[src/rtl/lsq_credit_gate.sv]
module lsq_credit_gate #(
  parameter int LD_MAX = 8,
  parameter int ST_MAX = 32,
  localparam int LW = $clog2(LD_MAX + 1),
  localparam int SW = $clog2(ST_MAX + 1)
) (
  input  logic          clk,
  input  logic          rst,
  input  logic [LW-1:0] cfg_ld_limit,
  input  logic [SW-1:0] cfg_st_limit,
  input  logic          cfg_shared,
  input  logic          ld_issue,
  input  logic          st_issue,
  input  logic          ld_pop,
  input  logic          st_pop,
  output logic          ld_ok,
  output logic          st_ok,
  output logic          ld_ovf_err,
  output logic          st_ovf_err
);

  logic [LW-1:0] ld_lim, ld_cnt;
  logic [SW-1:0] st_lim, st_cnt;
  logic shared_q, busy;

  assign ld_ok = shared_q ? !busy : (ld_cnt != '0);
  assign st_ok = shared_q ? !busy : (st_cnt != '0);

  wire ld_go = ld_issue & ld_ok;
  wire st_go = st_issue & st_ok & !(shared_q & ld_go);

  wire ld_ovf = shared_q ? (ld_pop & !busy)
                         : (ld_pop & !ld_go & (ld_cnt == ld_lim));
  wire st_ovf = shared_q ? (st_pop & (!busy | ld_pop))
                         : (st_pop & !st_go & (st_cnt == st_lim));

  wire [LW-1:0] ld_lim_c = (cfg_ld_limit > LW'(LD_MAX)) ? LW'(LD_MAX) : cfg_ld_limit;
  wire [SW-1:0] st_lim_c = (cfg_st_limit > SW'(ST_MAX)) ? SW'(ST_MAX) : cfg_st_limit;

  always_ff @(posedge clk) begin
    if (rst) begin
      ld_lim     <= ld_lim_c;
      st_lim     <= st_lim_c;
      ld_cnt     <= ld_lim_c;
      st_cnt     <= st_lim_c;
      shared_q   <= cfg_shared;
      busy       <= 1'b0;
      ld_ovf_err <= 1'b0;
      st_ovf_err <= 1'b0;
    end else begin
      if (ld_ovf) ld_ovf_err <= 1'b1;
      if (st_ovf) st_ovf_err <= 1'b1;
      if (shared_q) begin
        if (ld_go || st_go) busy <= 1'b1;
        else if (ld_pop || st_pop) busy <= 1'b0;
      end else begin
        if (ld_go && !ld_pop) ld_cnt <= ld_cnt - 1'b1;
        else if (ld_pop && !ld_go && !ld_ovf) ld_cnt <= ld_cnt + 1'b1;
        if (st_go && !st_pop) st_cnt <= st_cnt - 1'b1;
        else if (st_pop && !st_go && !st_ovf) st_cnt <= st_cnt + 1'b1;
      end
    end
  end

  assert_ld_within_limit_R5: assert property (@(posedge clk) disable iff (rst)
    ld_cnt <= ld_lim);
  assert_st_within_limit_R6: assert property (@(posedge clk) disable iff (rst)
    st_cnt <= st_lim);
  assert_ld_take_R2: assert property (@(posedge clk) disable iff (rst)
    (!shared_q && ld_issue && ld_ok && !ld_pop) |=> (ld_cnt == $past(ld_cnt) - 1'b1));
  assert_ld_ignored_R3: assert property (@(posedge clk) disable iff (rst)
    (ld_issue && !ld_ok && !ld_pop) |=> $stable(ld_cnt));
  assert_issue_pop_hold_R4: assert property (@(posedge clk) disable iff (rst)
    (!shared_q && ld_issue && ld_ok && ld_pop) |=> $stable(ld_cnt));
  assert_ld_err_sticky_R5: assert property (@(posedge clk) disable iff (rst)
    ld_ovf_err |=> ld_ovf_err);
  assert_st_err_sticky_R6: assert property (@(posedge clk) disable iff (rst)
    st_ovf_err |=> st_ovf_err);
  assert_shared_single_R7: assert property (@(posedge clk) disable iff (rst)
    (shared_q && (ld_issue || st_issue) && ld_ok) |=> (!ld_ok && !st_ok));
  assert_shared_return_R8: assert property (@(posedge clk) disable iff (rst)
    (shared_q && !ld_ok && !ld_issue && !st_issue && (ld_pop || st_pop)) |=> (ld_ok && st_ok));

endmodule

[config.mk]
export PLATFORM = sky130hd
export DESIGN_NAME = lsq_credit_gate
export DESIGN_NICKNAME = d
export VERILOG_FILES = /design/src/rtl/lsq_credit_gate.sv
export SDC_FILE = /design/constraint.sdc
export NUM_CORES = 1
export LEC_CHECK = 0
export BUFFER_PORTS_ARGS = -buffer_cell sky130_fd_sc_hd__buf_2
export CAP_MARGIN = 15
export CORE_MARGIN = 2
export CORE_UTILIZATION = 55
export DETAILED_ROUTE_END_ITERATION = 10
export PLACE_DENSITY = 0.77
export SLEW_MARGIN = 20
export SYNTH_ARGS = -nofsm -noshare
export SYNTH_HDL_FRONTEND = slang
export SYNTH_SLANG_ARGS = --single-unit
[constraint.sdc]
create_clock -name clk -period 3.6 [get_ports clk]
set_clock_uncertainty 0.05 [all_clocks]
set_input_delay 0.18 -clock clk [delete_from_list [all_inputs] [get_ports clk]]
set_output_delay 0.18 -clock clk [all_outputs]
set_load 0.005 [all_outputs]
==> flow_summary_export.csv <==
group,metric,value,unit
hold_path,min_path_type,"input pin to flip-flop",
global_route,grt_max_degree,36,
floorplan,io_pins,21,
timing,relSlewSlack,58.4,%
finish,num-fill-cells,197,
finish,stdcell_count,189,
timing,finalMaxSlewViolations,0,
clock_tree,clock_path_buffers,2,
clock_tree,cts_buffers,3,
logic_synthesis,synth-seq-cells,24,
finish,diodes,0,
finish,multi_input_area,724,sq um
logic_synthesis,synth_flop_cell,"edfxtp_1",
timing,layout_setup_ws,351,ps
clock_tree,cts_root_buf,"clkbuf_4",
logic_synthesis,synth_edf_count,21,
logic_synthesis,ys_seq_area_share,47.1,%
logic_synthesis,synth_async_sr_flop_share,0,%
global_route,grt_usage,20.5,%
logic_synthesis,synth_top_area_share,43.0,%
finish,final_common_cell,"edfxtp_1",
timing,period_share,90.3,%
clock_tree,clk_latency,320,ps
placement,dpl.hpwl,2.08,mm
placement,place_inst,184,
logic_synthesis,yosysTopAreaCell,"edfxtp_1",
power,power_leakage,0.675,nW
floorplan,core,2500,sq um
logic_synthesis,synth.distinct_cells,37,
critical_path,critPathCaptureType,"flip-flop",
run_status,status,"complete, no violations",
logic_synthesis,synth_nets,165,
detailed_routing,viasPerCell,5.74,
critical_path,worst_ep_arrival_time,3380,ps
global_route,grt_first_pass_wirelength,4.93,mm
placement,portBuffers,20,
clock_tree,cts-htree-levels,1,
critical_path,critPathKind,"flip-flop to flip-flop",
detailed_routing,avgRoutedWirePerCell,15.4,um
timing,fmax,0.308,GHz
detailed_routing,drt_pre_antenna_iters,4,
clock_tree,ctsHoldBuffers,1,
global_route,grt.overflow.total,0,
finish,layout.area.seq,691,sq um
clock_tree,cts_tree,"done",
global_route,grt_pass1_vias,1101,
finish,fin_nets,185,
clock_tree,cts_resized,0,
floorplan,die-area,3100,sq um
detailed_routing,drt_iter0_markers,34,
logic_synthesis,ys_top_cells_by_area,"edfxtp_1, ha_1, xnor2_1",
timing,finalHoldViolations,0,
power,power.density,472,nW/um^2
detailed_routing,drc,0,
run,maxCapViolCount,0,
finish,area_delta_synth_final,12.1,%
clock_tree,cts.sinks,24,
detailed_routing,finalWirelength,2.91,mm
floorplan,die_w,55.7,um
finish,drive_gt1_share,18.9,%
floorplan,die_h,55.7,um
floorplan,initial_core_util,58.7,%
finish,final_cell_mix,"edfxtp_1, buf_2, nand2_1, o21ai_0, nor2b_1",
detailed_routing,vias,1085,
clock_tree,clkTransAtPathRegs,140,ps
placement,dp_slack,387,ps
logic_synthesis,synth_area,1470,sq um
clock_tree,cts_setup_buffers,0,
timing,setup_viol,0,
timing,rsz0062_at_grt,"false",
timing,fin_crit,3250,ps
detailed_routing,postRouteAntennaNets,0,
critical_path,crit_fanout,4,
timing,worstMarginPinSlew,622,ps
global_route,antenna_found_initial,0,
placement,gp_congestion,0.829,
timing,finalSetupTns,0,ps
power,peakVddDrop,0.312,mV
logic_synthesis,synth.avg_cell_area,10.5,sq um
critical_path,crit_required,3730,ps
logic_synthesis,syn_inst,140,
floorplan,rows,18,
critical_path,critPathLaunchType,"flip-flop",
logic_synthesis,yosys_warnings,0,
==> where the power goes <==
part           internal [W]  switching [W]  leakage, nW
Clock              0.000113      0.0000872       0.0279
Sequential         0.000346      0.0000378        0.234
Combinational     0.0000960      0.0000972        0.413
==> through the flow <==
stage | cell area, sq um | hold slack, ps | util (%) | total power [W]
3_5_place_dp | 1580 | 308 | 63.3 | 0.000581
4_1_cts | 1650 | 40.0 | 65.8 | 0.000778
6_report | 1650 | 47.9 | 65.8 | 0.000777
3_3_place_gp | 1580 | 307 | 63.3 | 0.000569
5_1_grt | 1650 | 27.9 | 65.8 | 0.000824
2_1_floorplan | 1470 | 229 | - | 0.000525
==> worst paths after layout <==
| kind | startpoint | endpoint | slack (ps) | cells after the start |
|---|---|---|---|---|
| max | st_cnt[2] | st_cnt[5] | 350 | 10 |
| min | cfg_ld_limit[3] | ld_lim[3] | 50 | 1 |
| max reg2reg | st_cnt[2] | st_cnt[5] | 350 | 10 |
| min reg2reg | ld_ovf_err | ld_ovf_err | 400 | 2 |
==> worst max-delay path, cell delays in order, from the launching register on <==
cell and delay [ps]:
edfxtp_1 470, or4_4 580, o41a_1 370, nand2_1 120, inv_1 100, ha_1 280
a21o_1 200, o21ai_0 200, a21oi_1 110, or4_1 510, o211ai_1 100
==> cell usage after synthesis (all sizes together), types with 3 or more instances <==
cell,instances
xor2,7
edfxtp,21
inv,8
o21ai,10
nor2b,9
nand2,12
dfxtp,3
a21oi,8
a21o,3
clkbuf,6
or4,3
xnor2,8
ha,6
nor2,8
==> routing by layer <==
metal  vias to the layer above  global-route usage [%]  wire length [um]  part of all wire, %
met3                         6                    4.42               152                  5.2
met4                         0                    10.8                44                  1.5
met1                       505                    26.2              1350                   46
li1                        542                       -                 -                    -
met2                        32                    32.7              1360                   47
met5                         -                       0                 0                    0
==> flip-flops by register name, summed over array words and instances, names as in the netlist <==
name and flops:
busy 1, ld_cnt 4, ld_lim 4, ld_ovf_err 1
shared_q 1, st_cnt 6, st_lim 6, st_ovf_err 1
==> logic make-up after synthesis <==
| kind of cell | after synthesis | synth area share (%) |
|---|---|---|
| AO/OA/AOI/OAI | 36 | 16.2 |
| XOR/XNOR | 15 | 8.95 |
| adder cells (fa/ha/maj) | 8 | 7.84 |
| buffers and inverters | 14 | 3.58 |
| flip-flops | 24 | 47.1 |
| multiplexers | 2 | 1.53 |
| AND/OR/NAND/NOR | 41 | 14.8 |
==> final cells by class <==
type | instances | share of cell area, %
clock inverters | 1 | 1.83
inverters | 8 | 1.83
flip-flops and latches | 24 | 42.0
clock buffers | 3 | 1.37
repair buffers | 21 | 6.69
multi-input cells | 102 | 44.0
well taps | 30 | 2.28
Note: power is estimated with default switching activity, not from simulation.
